$ cat config.mk
export PLATFORM = sky130hd
export DESIGN_NAME = pwm_timer_channel
export DESIGN_NICKNAME = d
export VERILOG_FILES = /design/src/rtl/pwm_chan_pkg.sv /design/src/rtl/pwm_counter.sv /design/src/rtl/pwm_compare.sv /design/src/rtl/pwm_out_fsm.sv /design/src/rtl/pwm_timer_channel.sv
export SDC_FILE = /design/constraint.sdc
export NUM_CORES = 1
export LEC_CHECK = 0
export BUFFER_PORTS_ARGS = -buffer_cell sky130_fd_sc_hd__buf_4
export CORE_MARGIN = 2
export CORE_UTILIZATION = 55
export CTS_BUF_LIST = sky130_fd_sc_hd__clkbuf_8
export DETAILED_ROUTE_END_ITERATION = 7
export PLACE_DENSITY = 0.74
export SKIP_CTS_REPAIR_TIMING = 1
export SKIP_LAST_GASP = 1
export SYNTH_ARGS = -nofsm -noshare
export SYNTH_HDL_FRONTEND = slang
export SYNTH_HIERARCHICAL = 1
export SYNTH_SLANG_ARGS = --single-unit
$ cat constraint.sdc
create_clock -name clk -period 3.5 [get_ports clk]
set_clock_uncertainty 0.1 [all_clocks]
set_input_delay 0.7 -clock clk [delete_from_list [all_inputs] [get_ports clk]]
set_output_delay 0.7 -clock clk [all_outputs]
set_load 0.01 [all_outputs]
$ cat src/rtl/pwm_chan_pkg.sv
package pwm_chan_pkg;
    localparam logic [1:0] ADDR_CTRL   = 2'd0;
    localparam logic [1:0] ADDR_COUNT  = 2'd1;
    localparam logic [1:0] ADDR_DUTY   = 2'd2;
    localparam logic [1:0] ADDR_PERIOD = 2'd3;

    localparam int CTL_W      = 4;
    localparam int CTL_RUN    = 0;
    localparam int CTL_PWM    = 1;
    localparam int CTL_INIT   = 2;
    localparam int CTL_ABRUPT = 3;

    typedef enum logic [1:0] {
        PS_OFF   = 2'd0,
        PS_ON    = 2'd1,
        PS_DRAIN = 2'd2
    } pwm_state_e;
endpackage

$ cat src/rtl/pwm_counter.sv
module pwm_counter #(
    parameter int CNT_W = 16
) (
    input  logic             clk,
    input  logic             rst_n,
    input  logic             tick_en,
    input  logic             run,
    input  logic             cnt_wr,
    input  logic [CNT_W-1:0] wr_data,
    input  logic [CNT_W-1:0] duty_prog,
    input  logic [CNT_W-1:0] per_prog,
    output logic [CNT_W-1:0] count,
    output logic [CNT_W-1:0] duty_act,
    output logic [CNT_W-1:0] per_act,
    output logic             wrap
);
    logic step;
    logic load;

    assign step = tick_en & run;
    assign wrap = step & (count == per_act);
    assign load = ~run | wrap;

    always_ff @(posedge clk or negedge rst_n) begin
        if (!rst_n) begin
            count <= '0;
        end else if (cnt_wr) begin
            count <= wr_data;
        end else if (step) begin
            count <= wrap ? '0 : count + 1'b1;
        end
    end

    always_ff @(posedge clk or negedge rst_n) begin
        if (!rst_n) begin
            duty_act <= '0;
            per_act  <= '0;
        end else if (load) begin
            duty_act <= duty_prog;
            per_act  <= per_prog;
        end
    end

    assert_wrap_zero_R3: assert property (@(posedge clk) disable iff (!rst_n)
        (wrap && !cnt_wr) |=> (count == '0));
    assert_hold_count_R2: assert property (@(posedge clk) disable iff (!rst_n)
        (!(tick_en && run) && !cnt_wr) |=> $stable(count));
    assert_direct_load_R6: assert property (@(posedge clk) disable iff (!rst_n)
        cnt_wr |=> (count == $past(wr_data)));
    assert_shadow_hold_R7: assert property (@(posedge clk) disable iff (!rst_n)
        (run && !wrap) |=> ($stable(duty_act) && $stable(per_act)));
endmodule

$ cat src/rtl/pwm_compare.sv
module pwm_compare #(
    parameter int CNT_W = 16
) (
    input  logic [CNT_W-1:0] count,
    input  logic [CNT_W-1:0] duty_act,
    input  logic [CNT_W-1:0] per_act,
    output logic             opposite
);
    logic duty_reached;
    logic duty_valid;

    assign duty_reached = (count >= duty_act);
    assign duty_valid   = (duty_act <= per_act);
    assign opposite     = duty_reached & duty_valid;
endmodule

$ cat src/rtl/pwm_out_fsm.sv
module pwm_out_fsm
    import pwm_chan_pkg::*;
(
    input  logic clk,
    input  logic rst_n,
    input  logic pwm_en,
    input  logic abrupt,
    input  logic run,
    input  logic wrap,
    input  logic init_high,
    input  logic opposite,
    output logic pwm_out,
    output logic pwm_oe
);
    pwm_state_e state;
    pwm_state_e state_nx;

    always_comb begin
        state_nx = state;
        unique case (state)
            PS_OFF: begin
                if (pwm_en) state_nx = PS_ON;
            end
            PS_ON: begin
                if (!pwm_en) begin
                    if (abrupt || !run || wrap) state_nx = PS_OFF;
                    else                        state_nx = PS_DRAIN;
                end
            end
            PS_DRAIN: begin
                if (pwm_en)                       state_nx = PS_ON;
                else if (abrupt || !run || wrap)  state_nx = PS_OFF;
            end
            default: state_nx = PS_OFF;
        endcase
    end

    always_ff @(posedge clk or negedge rst_n) begin
        if (!rst_n) state <= PS_OFF;
        else        state <= state_nx;
    end

    always_comb begin
        pwm_oe  = 1'b0;
        pwm_out = init_high;
        unique case (state)
            PS_OFF: begin
                pwm_oe  = 1'b0;
                pwm_out = init_high;
            end
            PS_ON, PS_DRAIN: begin
                pwm_oe  = 1'b1;
                pwm_out = init_high ^ opposite;
            end
            default: begin
                pwm_oe  = 1'b0;
                pwm_out = init_high;
            end
        endcase
    end

    assert_abrupt_off_R9: assert property (@(posedge clk) disable iff (!rst_n)
        (!pwm_en && abrupt) |=> !pwm_oe);
    assert_stop_off_R10: assert property (@(posedge clk) disable iff (!rst_n)
        (!pwm_en && !run) |=> !pwm_oe);
    assert_enable_on_R8: assert property (@(posedge clk) disable iff (!rst_n)
        pwm_en |=> pwm_oe);
endmodule

$ cat src/rtl/pwm_timer_channel.sv
module pwm_timer_channel
    import pwm_chan_pkg::*;
#(
    parameter int CNT_W = 16
) (
    input  logic             clk,
    input  logic             rst_n,
    input  logic             tick_en,
    input  logic             wr_en,
    input  logic [1:0]       wr_addr,
    input  logic [CNT_W-1:0] wr_data,
    input  logic [1:0]       rd_addr,
    output logic [CNT_W-1:0] rd_data,
    output logic             pwm_out,
    output logic             pwm_oe
);
    logic [CTL_W-1:0] ctrl;
    logic [CNT_W-1:0] duty_prog;
    logic [CNT_W-1:0] per_prog;
    logic [CNT_W-1:0] count;
    logic [CNT_W-1:0] duty_act;
    logic [CNT_W-1:0] per_act;
    logic             wrap;
    logic             opposite;
    logic             cnt_wr;

    assign cnt_wr = wr_en && (wr_addr == ADDR_COUNT);

    always_ff @(posedge clk or negedge rst_n) begin
        if (!rst_n) begin
            ctrl      <= '0;
            duty_prog <= '0;
            per_prog  <= '0;
        end else if (wr_en) begin
            if (wr_addr == ADDR_CTRL)   ctrl      <= wr_data[CTL_W-1:0];
            if (wr_addr == ADDR_DUTY)   duty_prog <= wr_data;
            if (wr_addr == ADDR_PERIOD) per_prog  <= wr_data;
        end
    end

    always_comb begin
        unique case (rd_addr)
            ADDR_CTRL:   rd_data = {{(CNT_W-CTL_W){1'b0}}, ctrl};
            ADDR_COUNT:  rd_data = count;
            ADDR_DUTY:   rd_data = duty_prog;
            ADDR_PERIOD: rd_data = per_prog;
            default:     rd_data = '0;
        endcase
    end

    pwm_counter #(.CNT_W(CNT_W)) u_counter (
        .clk       (clk),
        .rst_n     (rst_n),
        .tick_en   (tick_en),
        .run       (ctrl[CTL_RUN]),
        .cnt_wr    (cnt_wr),
        .wr_data   (wr_data),
        .duty_prog (duty_prog),
        .per_prog  (per_prog),
        .count     (count),
        .duty_act  (duty_act),
        .per_act   (per_act),
        .wrap      (wrap)
    );

    pwm_compare #(.CNT_W(CNT_W)) u_compare (
        .count    (count),
        .duty_act (duty_act),
        .per_act  (per_act),
        .opposite (opposite)
    );

    pwm_out_fsm u_fsm (
        .clk       (clk),
        .rst_n     (rst_n),
        .pwm_en    (ctrl[CTL_PWM]),
        .abrupt    (ctrl[CTL_ABRUPT]),
        .run       (ctrl[CTL_RUN]),
        .wrap      (wrap),
        .init_high (ctrl[CTL_INIT]),
        .opposite  (opposite),
        .pwm_out   (pwm_out),
        .pwm_oe    (pwm_oe)
    );

    assert_no_match_R5: assert property (@(posedge clk) disable iff (!rst_n)
        (pwm_oe && (duty_act > per_act)) |-> (pwm_out == ctrl[CTL_INIT]));
    assert_off_level_R8: assert property (@(posedge clk) disable iff (!rst_n)
        $fell(pwm_oe) |-> (pwm_out == ctrl[CTL_INIT]));
endmodule

==> After elaboration in Yosys (flattened, before gate mapping) <==
Cells that the tools add are included.
{ "totals": {"register_bits": 86, "inputBits": 24} }
{ "classes": {"n_addsub": 1, "order_cmp": 2, "eq_ne": 12, "n_mux": 12, "bitwise": 6, "n_reduce_logical": 13} }
{ "ops": {"columns": ["operator", "n"], "rows": [
  ["one-hot mux 16 bit (4 select lines)", 1],
  ["2-to-1 mux 16 bit", 3],
  ["adder 16 x 1 -> 16 bit (second input constant)", 1],
  ["== test 16 bit", 1],
  [">= comparator 16 bit", 1],
  ["<= comparator 16 bit", 1],
  ["== test 2 bit (second input constant)", 5],
  ["2-to-1 mux 2 bit", 5],
  ["== test 2 x 1 -> 1 bit (second input constant)", 3],
  ["zero test 2 bit", 3],
  ["one-hot mux 2 bit (3 select lines)", 1],
  ["AND reduction 2 bit", 3],
  ["inequality test 2 bit (second input constant)", 2],
  ["AND 1 bit", 3],
  ["inequality test 3 x 2 -> 1 bit (second input constant)", 1],
  ["AND reduction 3 bit", 1],
  ["logical OR 1 bit", 2],
  ["2-to-1 mux 1 bit", 2],
  ["nonzero test 2 bit", 1],
  ["OR reduction 2 bit", 1],
  ["logical AND 1 bit", 1],
  ["zero test 1 bit", 1],
  ["inverter 1 bit", 1],
  ["bitwise OR 1 bit", 1],
  ["XOR 1 bit", 1]
]} }

==> Longest topological paths before layout <==
{ "logic_depth": {"depth_word": 6, "ltp_mapped": 9} }

==> By module <==
The synthesis kept the hierarchy.
{ "modules_own_cells": {"columns": ["module", "n_inst", "cells_per_inst", "area_each_um2"], "rows": [
  ["pwm_counter", 1, 210, 2411.1],
  ["pwm_timer_channel", 1, 112, 1771.7],
  ["pwm_compare", 1, 111, 810.8],
  ["pwm_out_fsm", 1, 23, 215.2]
]} }

==> Least setup slack after synthesis <==
No wires, ideal clock.
{ "synth_timing": {"kind": "register to output", "from": "register u_counter.count[0]", "to": "output port pwm_out", "t_arrival_ps": 1788, "path_slack_ps": 912, "path_stages_with_launch": 10, "path_cell_list": "dfrtp_1 > inv_1 > ha_1 > nor3b_1 > o21ai_1 > a21oi_1 > nor4_1 > o32a_1 > nand2_1 > xnor2_1"} }
{ "synth_between": {"elab_chain_len": 4} }
{ "synth_lines": {"columns": ["item", "line_no", "source"], "rows": [
  ["start: declaration", "pwm_counter.sv:12", "output logic [CNT_W-1:0] count,"],
  ["start signal: assignment", "pwm_counter.sv:28", "count <= wr_data;"],
  ["start signal: assignment", "pwm_counter.sv:30", "count <= wrap ? '0 : count + 1'b1;"],
  [">= comparator 16 bit", "pwm_compare.sv:12", "assign duty_reached = (count >= duty_act);"],
  ["AND 1 bit", "pwm_compare.sv:14", "assign opposite = duty_reached & duty_valid;"],
  ["named net opposite", "pwm_timer_channel.sv:24", "logic opposite;"],
  ["XOR 1 bit", "pwm_out_fsm.sv:53", "pwm_out = init_high ^ opposite;"],
  ["2-to-1 mux 1 bit", "pwm_out_fsm.sv:46", "unique case (state)"],
  ["end: declaration", "pwm_timer_channel.sv:14", "output logic pwm_out,"]
]} }
The timed path passes the listed nets, and every way through them passes these cells.

==> Final worst setup path <==
Same ends and word-level chain as after synthesis.

==> flow_summary.json <==
{
  "cp.depth": 10,
  "r2r_start": "u_counter/count[11]$_DFFE_PN0P_",
  "r2r_cells": 6,
  "min_period_over_period_pct": 94.1,
  "grt_first_pass_wirelength_um": 19400,
  "fin_area_um2": 5780,
  "antenna_found_initial": 0,
  "wirelength_um": 11900,
  "nFillCells": 738,
  "tns_ps": 0,
  "vias": 3631,
  "nNetsFinal": 557,
  "worstPathMaxFanout": 10,
  "vias_per_cell": 5.94,
  "drc": 0,
  "crit_path_max_incr_delay_ps": 510,
  "place_area_um2": 5590,
  "rsz0062_at_grt": "false",
  "synth_cell_types": 51,
  "drive_gt1_share_pct": 30.4,
  "first_pass_iters": 4,
  "detail-route-antenna-nets": 0,
  "die_w_um": 101,
  "die_h_um": 101,
  "rows": 35,
  "clock_latency_ps": 350,
  "cts_tree": "built",
  "cts_inserted_buffers": 9,
  "min_path_cells": 1,
  "ys_ff_latch": 86,
  "grt.overflow.total": 0,
  "hpwl_um": 8440,
  "synth_flop_cell": "dfrtp_1",
  "die_area_um2": 10300,
  "maxSlewHeadroom_pct": 27.7,
  "synth_commonest_cells": "dfrtp_1 (86), mux2_2 (68), ha_1 (37), inv_1 (36), nand2_1 (29)",
  "max_cap_violations": 0,
  "yosys.area.top_type": "dfrtp_1",
  "synth-edff-count": 0,
  "place_ws_ps": 613,
  "critPathBufInv": 2,
  "holdPathEnd": "u_counter/duty_act[4]$_DFFE_PN0P_",
  "critPathTopFamily": "compound AO/OA/AOI/OAI gates",
  "leakage_nw": 2.71,
  "ys_async_sr_fraction_pct": 100,
  "ys_seq_area_share_pct": 41.3,
  "syn_area_um2": 5210,
  "hp-class": "reg -> reg",
  "design.portCount": 42,
  "reg2reg_to": "u_counter/duty_act[7]$_DFFE_PN0P_",
  "antennaDiodeCount": 0,
  "worst_pin_slew_ps": 1080,
  "slew_violations": 0,
  "yosysMostFrequentCell": "dfrtp_1",
  "track_usage_pct": 24.7,
  "max_freq_ghz": 0.304,
  "yosysTopAreaCellShare_pct": 41.3,
  "clkTransAtPathRegs_ps": 80,
  "period_minus_slack_ps": 3290,
  "required_ps": 2700,
  "setup_slack_ps": 206,
  "ys_warn_count": 6,
  "clockRootBuffer": "clkbuf_8",
  "outcome": "completed",
  "hold_viol": 0,
  "syn_area_per_cell_um2": 11.4,
  "cts.htree.levels": 3,
  "peakVddDrop_mv": 0.306,
  "clockBufferDepth": 2,
  "drt_iter0_drc": 175,
  "r2r_slack_ps": 690,
  "pwr_density_cell_nw_per_um2": 651,
  "portBuffers": 41,
  "grt_pass1_vias": 3712,
  "hp-start": "duty_prog[4]$_DFFE_PN0P_",
  "setup_viol": 0,
  "crit_path_end_kind": "primary output",
  "cts.sinks": 86,
  "core_um2": 9200,
  "syn_nets": 517,
  "initial_utilization_pct": 56.6,
  "place_congestion": 0.920,
  "area.growth.synth_to_final_pct": 11.0,
  "synth.area.top_cells": "dfrtp_1 (41%), mux2_2 (15%), ha_1 (8.9%)",
  "cpMaxStageDelayCell": "dfrtp_1",
  "syn_inst": 456,
  "grt_start_max_net_pins": 87,
  "path_class": "reg -> out",
  "start_kind": "register",
  "arrival_ps": 2490,
  "wl_per_cell_um": 19.5,
  "cp_cell_sequence": "inv_1 > ha_1 > nor3b_1 > o21ai_1 > a21oi_1 > nor4_1 > o32a_1 > nand2_1 > xnor2_1 > buf_4"
}
==> cell type report <==
type	instances	area, µm²	area share, %
Sequential cell	86	2150	37.2
Inverter	36	135	2.34
Tap cell	111	139	2.40
Clock buffer	10	138	2.38
Multi-Input combinational cell	316	2810	48.7
Clock inverter	5	51.3	0.887
Timing Repair Buffer	47	353	6.10
==> per-layer routing <==
layer	global-route usage (%)	up-vias	routed length, µm
met3	4.62	22	480
met4	8.21	0	218
met2	39.6	82	5770
met5	0	-	0
met1	33.8	1797	5410
li1	-	1730	-
==> flip-flops by register name, indices dropped and copies added (netlist names) <==
name,count
duty_prog,16
per_prog,16
u_counter/count,16
u_counter/duty_act,16
u_counter/per_act,16
ctrl,4
u_fsm/state,2
==> cells in the final DEF, fill, tap and decap left out, types with 2 or more instances in the layout <==
| cell | n |
|---|---|
| nor2_1 | 13 |
| xor2_1 | 25 |
| mux2i_1 | 3 |
| mux2_4 | 10 |
| a21oi_1 | 20 |
| and3_1 | 6 |
| clkbuf_8 | 10 |
| ha_1 | 37 |
| nand4_4 | 2 |
| nor2b_1 | 3 |
| o21ai_0 | 7 |
| nor4b_1 | 2 |
| buf_4 | 47 |
| nand4_1 | 9 |
| and2_1 | 2 |
| clkinv_2 | 2 |
| and4_1 | 3 |
| mux2_1 | 2 |
| nor3b_1 | 4 |
| nor4_1 | 6 |
| nand3_1 | 7 |
| xnor2_1 | 4 |
| dfrtp_1 | 86 |
| mux2_2 | 68 |
| mux4_2 | 4 |
| o31ai_1 | 15 |
| nor3_1 | 3 |
| nand2_1 | 29 |
| o211ai_1 | 2 |
| inv_1 | 37 |
| a22o_1 | 12 |
==> metrics by stage <==
stage                     utilization (%)  total power [mW]  hold WS, ps  std cells
after floorplan                         -              2.61          304        456
after global placement               60.8              3.01          392        596
after detailed placement             60.8              3.08          406        596
after CTS                            62.9              3.77          424        611
after global routing                 62.9              4.04          448        611
final                                62.9              3.76          421        611
==> worst max path at each step <==
stage,to,from
after global placement,pwm_out,u_counter/count[0]$_DFFE_PN0P_
final,pwm_out,u_counter/count[0]$_DFFE_PN0P_
after detailed placement,pwm_out,u_counter/per_act[7]$_DFFE_PN0P_
after floorplan,pwm_out,u_counter/count[0]$_DFFE_PN0P_
after global routing,pwm_out,u_counter/per_act[7]$_DFFE_PN0P_
after CTS,pwm_out,u_counter/count[0]$_DFFE_PN0P_
==> logic make-up after synthesis <==
group	count (synthesis)	share of synthesized area [%]
AO/OA/AOI/OAI	65	8.67
XOR/XNOR	29	4.88
adder cells (fa/ha/maj)	37	8.89
buffers and inverters	54	4.66
flip-flops	86	41.3
multiplexers	87	20.3
AND/OR/NAND/NOR	98	11.3
==> power by group <==
part / switching (mW) / internal [mW]
combinational: 0.744 / 0.754
sequential: 0.324 / 1.26
clock: 0.339 / 0.340
total: 1.41 / 2.35
No activity file was read; power rests on OpenSTA's default activity.
